[config.mk]
export PLATFORM = sky130hd
export DESIGN_NAME = aux_dis_ctrl
export DESIGN_NICKNAME = d
export VERILOG_FILES = /design/src/rtl/aux_dis_pkg.sv /design/src/rtl/aux_hyst.sv /design/src/rtl/aux_dis_timer.sv /design/src/rtl/aux_freq_period.sv /design/src/rtl/aux_dis_ctrl.sv
export SDC_FILE = /design/constraint.sdc
export NUM_CORES = 1
export LEC_CHECK = 0
export BUFFER_PORTS_ARGS = -buffer_cell sky130_fd_sc_hd__clkbuf_2
export CORE_MARGIN = 2
export CORE_UTILIZATION = 55
export DETAILED_ROUTE_END_ITERATION = 7
export PLACE_DENSITY = 0.72
export SETUP_SLACK_MARGIN = 0.15
export SLEW_MARGIN = 20
export SYNTH_ARGS = -nofsm -noshare
export SYNTH_HDL_FRONTEND = slang
export SYNTH_SLANG_ARGS = --single-unit
[constraint.sdc]
create_clock -name clk -period 11.15 [get_ports clk]
set_input_delay 0.5575 -clock clk [delete_from_list [all_inputs] [get_ports clk]]
set_output_delay 0.5575 -clock clk [all_outputs]
set_load 0.01 [all_outputs]
[src/rtl/aux_dis_pkg.sv]
package aux_dis_pkg;
   // Which side of the hysteresis band drives the output high
   typedef enum logic {
      HYS_HIGH_ACTIVE = 1'b0,
      HYS_LOW_ACTIVE  = 1'b1
   } hys_pol_e;
endpackage

[src/rtl/aux_hyst.sv]
module aux_hyst #(
   parameter int                   W      = 10,
   parameter int                   LO     = 110,
   parameter int                   HI     = 150,
   parameter aux_dis_pkg::hys_pol_e POL   = aux_dis_pkg::HYS_HIGH_ACTIVE,
   parameter bit                   RST_LV = 1'b1
) (
   input  logic         clk,
   input  logic         rst_n,
   input  logic         upd,
   input  logic [W-1:0] x,
   output logic         y
);
   if (LO >= HI) begin : g_bad_band
      $error("aux_hyst: LO must be below HI");
   end
   if (HI >= (1 << W)) begin : g_bad_width
      $error("aux_hyst: HI does not fit in W bits");
   end

   localparam logic [W-1:0] LO_C = W'(LO);
   localparam logic [W-1:0] HI_C = W'(HI);

   logic lvl_q;

   always_ff @(posedge clk or negedge rst_n) begin
      if (!rst_n) begin
         lvl_q <= RST_LV;
      end else if (upd) begin
         if (x > HI_C)      lvl_q <= 1'b1;
         else if (x < LO_C) lvl_q <= 1'b0;
      end
   end

   if (POL == aux_dis_pkg::HYS_LOW_ACTIVE) begin : g_inv
      assign y = ~lvl_q;
   end else begin : g_dir
      assign y = lvl_q;
   end


   level_rise_chk: assert property (@(posedge clk) disable iff (!rst_n)
      $rose(lvl_q) |-> $past(upd && (x > HI_C)));

   level_fall_chk: assert property (@(posedge clk) disable iff (!rst_n)
      $fell(lvl_q) |-> $past(upd && (x < LO_C)));
endmodule

[src/rtl/aux_dis_timer.sv]
module aux_dis_timer #(
   parameter int VW      = 10,
   parameter int TW      = 12,
   parameter int TDEF    = 64,
   parameter int DROP    = 40,
   parameter int SMP_NUM = 217,
   parameter int SMP_SH  = 8
) (
   input  logic          clk,
   input  logic          rst_n,
   input  logic          gate_off_i,
   input  logic          gate_on_i,
   input  logic [VW-1:0] vs_i,
   output logic [TW-1:0] tdis_o,
   output logic          zcd_o,
   output logic [VW-1:0] held_o,
   output logic          hstb_o
);
   if (SMP_NUM >= (1 << SMP_SH)) begin : g_bad_frac
      $error("aux_dis_timer: sample fraction must be below one");
   end
   if (TDEF >= (1 << TW)) begin : g_bad_def
      $error("aux_dis_timer: default time does not fit TW");
   end

   localparam int            PRW    = TW + SMP_SH;
   localparam logic [TW-1:0] CNT_MX = '1;
   localparam logic [VW-1:0] DROP_C = VW'(DROP);

   logic          meas_q, hvld_q, zcd_q, hstb_q;
   logic [TW-1:0] cnt_q, prev_q, tdis_q;
   logic [VW-1:0] held_q;
   logic [PRW-1:0] prod;
   logic [TW-1:0]  spt;
   logic           drop_hit;

   assign prod     = PRW'(prev_q) * PRW'(SMP_NUM);
   assign spt      = prod[SMP_SH +: TW];
   assign drop_hit = (held_q > vs_i) && ((held_q - vs_i) > DROP_C);

   always_ff @(posedge clk or negedge rst_n) begin
      if (!rst_n) begin
         meas_q <= 1'b0;
         hvld_q <= 1'b0;
         zcd_q  <= 1'b0;
         hstb_q <= 1'b0;
         cnt_q  <= '0;
         prev_q <= TW'(TDEF);
         tdis_q <= '0;
         held_q <= '0;
      end else begin
         zcd_q  <= 1'b0;
         hstb_q <= 1'b0;
         if (gate_off_i) begin
            meas_q <= 1'b1;
            hvld_q <= 1'b0;
            cnt_q  <= '0;
         end else if (meas_q) begin
            if (gate_on_i) begin
               meas_q <= 1'b0;
            end else begin
               if (cnt_q != CNT_MX) cnt_q <= cnt_q + 1'b1;
               if (!hvld_q && (cnt_q == spt)) begin
                  held_q <= vs_i;
                  hvld_q <= 1'b1;
                  hstb_q <= 1'b1;
               end else if (hvld_q && drop_hit) begin
                  zcd_q  <= 1'b1;
                  tdis_q <= cnt_q;
                  prev_q <= cnt_q;
                  meas_q <= 1'b0;
               end
            end
         end
      end
   end

   assign tdis_o = tdis_q;
   assign zcd_o  = zcd_q;
   assign held_o = held_q;
   assign hstb_o = hstb_q;


   zcd_single_chk: assert property (@(posedge clk) disable iff (!rst_n)
      zcd_q |=> !zcd_q);

   tdis_steady_chk: assert property (@(posedge clk) disable iff (!rst_n)
      !zcd_q |-> $stable(tdis_q));

   zcd_after_hold_chk: assert property (@(posedge clk) disable iff (!rst_n)
      zcd_q |-> $past(hvld_q));

   hold_in_meas_chk: assert property (@(posedge clk) disable iff (!rst_n)
      hstb_q |-> $past(meas_q));
endmodule

[src/rtl/aux_freq_period.sv]
module aux_freq_period #(
   parameter int VW       = 10,
   parameter int PW       = 16,
   parameter int CC_HI    = 430,
   parameter int CC_LO    = 140,
   parameter int F_NOM    = 8500,
   parameter int F_SLOPE  = 19,
   parameter int F_MIN    = 2600,
   parameter int CLK_DKHZ = 10_000_000
) (
   input  logic          clk,
   input  logic          rst_n,
   input  logic          start,
   input  logic [VW-1:0] held,
   output logic [PW-1:0] period_o
);
   if (F_MIN <= 0 || F_MIN > F_NOM) begin : g_bad_fmin
      $error("aux_freq_period: F_MIN out of range");
   end
   if (CC_LO >= CC_HI) begin : g_bad_cc
      $error("aux_freq_period: CC_LO must be below CC_HI");
   end

   localparam int             FW      = $clog2(F_NOM + 1);
   localparam int             DVW     = $clog2(CLK_DKHZ + 1);
   localparam int             CW      = $clog2(DVW + 1);
   localparam logic [PW-1:0]  PER_RST = PW'(CLK_DKHZ / F_NOM);

   int            he, fi;
   logic [FW-1:0] fcalc;

   always_comb begin
      he = (int'(held) < CC_LO) ? CC_LO : int'(held);
      if (int'(held) >= CC_HI) fi = F_NOM;
      else                     fi = F_NOM - F_SLOPE * (CC_HI - he);
      if (fi < F_MIN) fi = F_MIN;
      fcalc = FW'(fi);
   end

   logic [FW:0]    rem_q, rem_sh, rem_nx;
   logic [DVW-1:0] dvd_q, quo_q, quo_nx;
   logic [FW-1:0]  dsr_q;
   logic [CW-1:0]  cnt_q;
   logic           busy_q, ge;
   logic [PW-1:0]  per_q;

   assign rem_sh = {rem_q[FW-1:0], dvd_q[DVW-1]};
   assign ge     = rem_sh >= {1'b0, dsr_q};
   assign rem_nx = ge ? (rem_sh - {1'b0, dsr_q}) : rem_sh;
   assign quo_nx = {quo_q[DVW-2:0], ge};

   always_ff @(posedge clk or negedge rst_n) begin
      if (!rst_n) begin
         rem_q  <= '0;
         dvd_q  <= '0;
         quo_q  <= '0;
         dsr_q  <= FW'(F_NOM);
         cnt_q  <= '0;
         busy_q <= 1'b0;
         per_q  <= PER_RST;
      end else if (start) begin
         rem_q  <= '0;
         dvd_q  <= DVW'(CLK_DKHZ);
         quo_q  <= '0;
         dsr_q  <= fcalc;
         cnt_q  <= CW'(DVW);
         busy_q <= 1'b1;
      end else if (busy_q) begin
         rem_q <= rem_nx;
         dvd_q <= dvd_q << 1;
         quo_q <= quo_nx;
         cnt_q <= cnt_q - 1'b1;
         if (cnt_q == CW'(1)) begin
            busy_q <= 1'b0;
            if (quo_nx >= DVW'(1 << PW)) per_q <= '1;
            else                         per_q <= quo_nx[PW-1:0];
         end
      end
   end

   assign period_o = per_q;


   period_hold_chk: assert property (@(posedge clk) disable iff (!rst_n)
      (busy_q && (cnt_q != CW'(1))) |=> $stable(per_q));
endmodule

[src/rtl/aux_dis_ctrl.sv]
module aux_dis_ctrl #(
   parameter int VW       = 10,
   parameter int TW       = 12,
   parameter int PW       = 16,
   parameter int TDEF     = 64,
   parameter int DROP     = 40,
   parameter int SMP_NUM  = 217,
   parameter int SMP_SH   = 8,
   parameter int PL_LO    = 110,
   parameter int PL_HI    = 150,
   parameter int CC_HI    = 430,
   parameter int CC_LO    = 140,
   parameter int F_NOM    = 8500,
   parameter int F_SLOPE  = 19,
   parameter int F_MIN    = 2600,
   parameter int CLK_DKHZ = 10_000_000,
   parameter int FB_LO    = 260,
   parameter int FB_HI    = 300
) (
   input  logic          clk,
   input  logic          rst_n,
   input  logic          gate_off_i,
   input  logic          gate_on_i,
   input  logic [VW-1:0] vs_code_i,
   input  logic [VW-1:0] fb_code_i,
   output logic [TW-1:0] tdis_o,
   output logic          zcd_o,
   output logic          plim_lo_o,
   output logic [PW-1:0] period_o,
   output logic          sw_en_o
);
   logic [VW-1:0] held;
   logic          hstb;

   aux_dis_timer #(
      .VW(VW), .TW(TW), .TDEF(TDEF), .DROP(DROP),
      .SMP_NUM(SMP_NUM), .SMP_SH(SMP_SH)
   ) u_tmr (
      .clk(clk), .rst_n(rst_n), .gate_off_i(gate_off_i), .gate_on_i(gate_on_i),
      .vs_i(vs_code_i), .tdis_o(tdis_o), .zcd_o(zcd_o),
      .held_o(held), .hstb_o(hstb)
   );

   aux_hyst #(
      .W(VW), .LO(PL_LO), .HI(PL_HI),
      .POL(aux_dis_pkg::HYS_LOW_ACTIVE), .RST_LV(1'b0)
   ) u_plim (
      .clk(clk), .rst_n(rst_n), .upd(hstb), .x(held), .y(plim_lo_o)
   );

   aux_freq_period #(
      .VW(VW), .PW(PW), .CC_HI(CC_HI), .CC_LO(CC_LO), .F_NOM(F_NOM),
      .F_SLOPE(F_SLOPE), .F_MIN(F_MIN), .CLK_DKHZ(CLK_DKHZ)
   ) u_per (
      .clk(clk), .rst_n(rst_n), .start(hstb), .held(held), .period_o(period_o)
   );

   aux_hyst #(
      .W(VW), .LO(FB_LO), .HI(FB_HI),
      .POL(aux_dis_pkg::HYS_HIGH_ACTIVE), .RST_LV(1'b1)
   ) u_burst (
      .clk(clk), .rst_n(rst_n), .upd(1'b1), .x(fb_code_i), .y(sw_en_o)
   );


   abort_no_zcd_chk: assert property (@(posedge clk) disable iff (!rst_n)
      (gate_on_i && !gate_off_i) |=> !zcd_o);
endmodule

==> metrics.md, run 1 <==
| Metric | Value |
|---|---|
| R2r worst-path depth | 25 |
| Crit path launch type | flip-flop |
| Setup TNS | 0 ns |
| Avg WL per Cell | 16.3 µm |
| CP Max Fanout | 9 |
| Mapped Nets | 1,615 |
| Outcome | complete, no violations |
| Final non-filler cell total | about 1.7k |
| Drt via density | between 5 and 6 |
| Initial antenna violation count | 0 |
| Core area | 0.0226 mm² |
| I/O Pins | 55 |
| # DRC | 0 |
| Root Buffer | clkbuf_16 |
| Tmin final | 7.59 ns |
| Worst Clk Skew | 0.0118 ns |
| Sequential fraction of the synthesis area | 26.2% |
| # resized after CTS | 0 |
| DPL Wire Length | 21,000 µm |
| Vias in the first global route | around 10k |
| WP depth | 25 |
| Die Height | approximately 160 µm |
| Pin count of the biggest net entering global routing | 79 |
| Mean Syn Cell Area | roughly 9.1 µm² |
| Final WL | 27,600 µm |
| Highest clock rate | 132 MHz |
| Share of cells above drive strength 1 | 11.1% |
| Max cap viols | 0 |
| Via count | 9,903 |
| WP data required | 11.42 ns |
| Tightest Pin Transition | 0.969 ns |
| Routed Antenna Nets | 0 |
| Final setup viols | 0 |
| I/O Buffers | 54 |
| Worst Path Buf+Inv | 4 |
| Post-Syn Instances | ~1.4k |
| Top cell by count, worst path | inv_1 |
| Worst-path clk slew | approximately 0.070 ns |
| Initial DRT Pass Iterations | 5 |
| First-pass GRT wire length | 48,400 µm |
| Initial core utilization | 55.7% |
| Delay-heaviest family, CP | adder cells |
| Initial DRC Count | 529 |
| Pins Over Slew Limit | 0 |
| Area Growth Syn to Fin | 7.67% |
| CTS H-tree lvls | 4 |
| Die width | 155 µm |
| Clock Latency Late Sink | ~0.43 ns |
| Synthesis Warnings | 0 |
| # rows | 55 |
| CTS max path bufs | 2 |
| Placer Congestion | 0.965 |
| Reg-to-reg endpoint | u_per.dsr_q[1] |
| Nets | 1,628 |
| GR Util All Layers | ~25% |
| Post-CTS Setup Inserts | 0 |
| CTS Buf Count | 17 |
| Synth Flop Type | dfrtp_1 |
| Distinct cell type count after synthesis | 91 |
| GRT overflow | 0 |
| Post-synthesis async set-or-reset flop share | 100% |
| RSZ-0062 raised after global routing | no |
| Crit path to | u_per.dsr_q[1] |
| CP arrival | 7.86 ns |
| Die area | around 0.024 mm² |
| Worst hold slack | 0.106 ns |
| Crit-path slowest cell | fa_1 |
| WS Path Type | reg -> reg |
| Reg-to-reg setup timing slack | 3.56 ns |
| Placed instance count | 1,662 |
| Diode count | 0 |
| Final Hold Violating Endpoints | 0 |
| Worst Setup SP | u_tmr.held_o[2] |
| Crit-path max cell delay | 0.56 ns |
| Slew headroom | 35.4% |
| Synth Cell Area | 0.0126 mm² |
| CTS tree | yes |
| Hold-fix buffers, CTS | 0 |
| Worst r2r src | u_tmr.held_o[2] |
| CP endpoint kind | flip-flop |
| Synthesized flop and latch total | between 100 and 150 |
| EDFF count, synth | 0 |
| Fin crit share | 68.1% |
| Type of the tightest min-delay check | in -> async |
| Clock Sinks | 131 |
-- cell type report --
type | instances | area [µm²]
clock buffer | 17 | 425
clock inverter | 15 | 151
tap | 285 | 357
multi-input combinational | 993 | 8260
timing repair buffer | 63 | 344
inverter | 190 | 713
sequential | 131 | 3290
fill | 1936 | 9030
-- how the worst min path moves through the flow --
stage / start / to / slack [ns] / cells past startpoint
6_report: rst_n / u_tmr.held_o[8] / 0.11 / 1
5_1_grt: rst_n / u_tmr.held_o[8] / 0.16 / 1
4_1_cts: rst_n / u_tmr.held_o[8] / 0.13 / 1
3_5_place_dp: u_per.dvd_q[8] / u_per.dvd_q[9] / 0.49 / 2
3_3_place_gp: u_per.dvd_q[9] / u_per.dvd_q[9] / 0.48 / 2
2_1_floorplan: rst_n / u_per.busy_q / 0.26 / 0
-- stage by stage --
stage | area [µm²] | worst slack, ns | util (%)
floorplan | 12600 | 4.26 | -
global placement | 13000 | 3.79 | 57.4
detailed placement | 13000 | 3.51 | 57.4
CTS | 13500 | 3.43 | 60.0
global route | 13500 | 2.90 | 60.0
finish | 13500 | 3.56 | 60.0
-- Yosys cell counts (all sizes together) (8+ instances only) --
cell type / number / area, µm²
a211oi: 12 / 95.1
a21o: 21 / 159
a21oi: 65 / 329
a311oi: 11 / 96.3
a31oi: 12 / 87.6
and2: 10 / 62.6
buf: 39 / 219
clkbuf: 30 / 114
dfrtp: 120 / 3000
dfstp: 11 / 289
fa: 71 / 1420
ha: 137 / 1710
inv: 190 / 713
mux2: 21 / 255
mux2i: 48 / 480
nand2: 85 / 319
nand3: 44 / 220
nand4: 15 / 93.8
nor2: 121 / 462
nor2b: 9 / 56.3
nor3: 19 / 105
o2111ai: 9 / 96.4
o211ai: 10 / 75.1
o21a: 8 / 60.1
o21ai: 60 / 308
o22a: 17 / 149
or3: 10 / 62.6
xnor2: 42 / 368
xor2: 27 / 236
-- state kept, by name, summed over array words and instances (netlist names), 5 cells and up --
register and flops:
u_per.period_o 16, u_per.dsr_q 14, u_per.dvd_q 17, u_tmr.held_o 10, u_per.rem_q 14, u_per.quo_q 23, u_per.cnt_q 5, u_tmr.tdis_o 12
u_tmr.cnt_q 12
-- per-layer routing --
metal	global-route usage, %	vias to the layer above	share of wire (%)
met5	0	-	0
met4	6.55	0	1.7
met3	3.09	40	3.1
met2	43.0	208	49
met1	32.3	4840	46
li1	-	4815	-
-- kinds of logic after synthesis --
family / after synthesis / share of synthesized area (%)
and+or+nand+nor: 353 / 13.4
DFF: 131 / 26.2
adders and majority gates: 208 / 24.9
buffers and inverters: 259 / 8.31
muxes: 69 / 5.85
AOI/OAI and AO/OA: 294 / 16.6
xor gates and xnor gates: 69 / 4.80
-- placed cells by master, fill, tap and decap left out, types with 9 or more instances in the layout --
cell,netlist,final
a211oi_1,11,11
a21o_1,20,20
a21oi_1,64,64
a311oi_1,11,11
a31oi_1,10,10
and2_1,10,10
buf_4,12,9
clkbuf_16,0,17
clkbuf_2,1,53
dfrtp_1,120,118
dfstp_2,11,11
fa_1,71,71
ha_1,137,137
inv_1,190,190
mux2_2,15,15
mux2i_1,48,48
nand2_1,85,85
nand3_1,44,44
nand4_1,15,15
nor2_1,120,120
nor2b_1,9,9
nor3_1,17,17
o211ai_1,10,10
o21ai_0,47,47
o21ai_1,11,11
o22a_1,17,17
or3_1,10,10
xnor2_1,42,41
xor2_1,27,27
-- worst register-to-register path, stage by stage, from the launching register on --
cell and delay [ns]:
dfrtp_1 0.44, and2_1 0.24, o41ai_1 0.37, and2_1 0.37, nor2_1 0.19, ha_1 0.29, a21oi_1 0.24, o21bai_1 0.19
a31oi_2 0.49, inv_1 0.30, ha_1 0.35, inv_1 0.05, fa_1 0.56, inv_1 0.09, fa_1 0.51, inv_1 0.04
ha_1 0.40, nand4_1 0.14, or2_1 0.25, or3_1 0.41, nand2_1 0.14, mux2_2 0.34, a2111oi_2 0.35, nand4_1 0.24
o21ai_2 0.31, o32ai_1 0.13
Power of run 1 is not shown: default switching activity piles up to over one toggle a cycle in this logic, so the estimate is an artifact.
==> run 2, diff against run 1 <==
--- a/config.mk
+++ b/config.mk
@@ -9,7 +9,7 @@
 export CORE_MARGIN = 2
 export CORE_UTILIZATION = 55
 export DETAILED_ROUTE_END_ITERATION = 7
-export PLACE_DENSITY = 0.72
+export PLACE_DENSITY = 0.75
 export SETUP_SLACK_MARGIN = 0.15
 export SLEW_MARGIN = 20
 export SYNTH_ARGS = -nofsm -noshare
==> constraint.sdc (replaced) <==
create_clock -name clk -period 6.75 [get_ports clk]
set_input_delay 0.3375 -clock clk [delete_from_list [all_inputs] [get_ports clk]]
set_output_delay 0.3375 -clock clk [all_outputs]
set_load 0.01 [all_outputs]
==> metrics.md, run 2 (synthesis results as in run 1) <==
| Metric | Value |
|---|---|
| Via count | 10.1k |
| Final setup viols | 0 |
| Worst Clk Skew | 0.00882 ns |
| RSZ-0062 raised after global routing | no |
| Fillcell total | about 1.8k |
| Nets | 1,661 |
| WS Path Type | reg -> reg |
| Tmin final | 6.44 ns |
| Placed instance count | roughly 1.7k |
| I/O Pins | 55 |
| Core area | 0.0226 mm² |
| Commonest non-fill, non-tap cells in the layout | inv_1, ha_1, nor2_1 |
| Clock Sinks | 131 |
| Tightest Pin Transition | 0.985 ns |
| CTS Buf Count | 17 |
| Root Buffer | clkbuf_16 |
| Number of flip-flops in the largest register | 23 |
| Vias in the first global route | 9,933 |
| Sequential cell area | 0.00329 mm² |
| Area Growth Syn to Fin | 11.9% |
| First-pass GRT wire length | 47,700 µm |
| # rows | 55 |
| Final Hold Violating Endpoints | 0 |
| Placer Congestion | a little over 0.9 |
| Die Height | 155 µm |
| Initial core utilization | a little under three fifths |
| Share of cells above drive strength 1 | 15.8% |
| Die area | 0.0241 mm² |
| CP arrival | 6.80 ns |
| Pin count of the biggest net entering global routing | 83 |
| CP Max Fanout | 8 |
| Initial DRC Count | 590 |
| Die width | 155 µm |
| CTS H-tree lvls | 4 |
| Pins Over Slew Limit | 0 |
| Type of the tightest min-delay check | in -> reg |
| CTS tree | yes |
| Initial DRT Pass Iterations | 5 |
| Worst-path clk slew | 0.07 ns |
| WP data required | 7.11 ns |
| Final non-filler cell total | 1,727 |
| Slew headroom | 34.3% |
| CTS max path bufs | 2 |
| Multi-input logic area | roughly 0.0085 mm² |
| DPL Wire Length | 21,200 µm |
| Biggest register | u_per.quo_q |
| I/O Buffers | 54 |
| GRT overflow | 0 |
| Final WL | 28,800 µm |
| Drt via density | 5.84 |
| Crit-path slowest cell | or4_4 |
| Avg WL per Cell | 16.7 µm |
| # DRC | 0 |
| Clock Latency Late Sink | 0.43 ns |
| Fin crit share | 95.4% |
| Initial antenna violation count | 0 |
| Highest clock rate | about 160 MHz |
| GR Util All Layers | 24.2% |
| Outcome | complete, no violations |
| Crit path launch type | flip-flop |
| Routed Antenna Nets | 0 |
| Crit-path max cell delay | 0.60 ns |
| Max cap viols | 0 |
| Diode count | 0 |
| CP endpoint kind | flip-flop |
| Most common cell after layout, fill and taps aside | inv_1 |
run 2: cell types whose count changed in the layout (fill, tap and decap cells not counted), moves of 3 or more:
cell / change
buf_4: +31
a21oi_1: -5
and2_1: -3
ha_4: +6
ha_2: +10
a21oi_2: +3
ha_1: -16
inv_1: -3
run 2: final timing paths:
path                                      start              end  slack (ns)  depth (start not counted)
worst max-delay path            u_tmr.held_o[3]   u_per.dsr_q[3]        0.31                         25
worst max register to register  u_tmr.held_o[3]   u_per.dsr_q[3]        0.31                         25
min in group asynchronous                 rst_n  u_tmr.held_o[9]        0.49                          2
worst min register to register  u_per.rem_q[13]  u_per.rem_q[13]        0.50                          2
max in group asynchronous                 rst_n     u_per.busy_q        5.06                          3
worst min-delay path               fb_code_i[9]        u_burst.y        0.11                          2
run 2: layout make-up:
cell class	instances	share of cell area, %
inverter	190	5.12
sequential	131	23.4
tap	285	2.53
multi-input combinational	993	60.4
clock inverter	15	1.30
timing repair buffer	96	4.25
clock buffer	17	3.02
run 2: per-layer routing:
metal,up-vias,wire length [µm],track usage (%)
li1,4870,-,-
met1,4916,13000,32.3
met2,242,14100,41.8
met3,51,1110,2.84
met4,0,589,6.42
met5,-,0,0
run 2: metrics by stage:
step           TNS, ns  setup slack, ns  cell area [µm²]  hold WS, ns  util [%]
5_1_grt              0           0.0733            14100        0.107      62.4
4_1_cts              0            0.174            13800        0.103      61.0
3_5_place_dp    -0.363          -0.0622            13100        0.417      58.0
6_report             0            0.309            14100        0.110      62.4
3_3_place_gp         0            0.180            13100        0.408      58.0
2_1_floorplan        0            0.206            12600       0.0419         -
run 2: worst max-delay path: cells and delay by family, from the launching register on:
kind                     cells  cell delay (ns)
AO/OA/AOI/OAI                6             1.30
adder cells (fa/ha/maj)      5             1.82
buffers and inverters        4             0.52
flip-flops                   1             0.43
AND/OR/NAND/NOR             10             2.27
run 2: timing repair:
| action | 4_1_cts | 5_1_grt |
|---|---|---|
| pin swaps | 3 | 11 |
| gates resized for setup | 7 | 47 |
| endpoints found under the setup margin | 12 | 13 |
| setup buffers | 3 | 11 |
| hold endpoints to repair | 40 | 0 |
| hold buffers | 1 | 0 |
Power of run 2 is left out for the same reason.
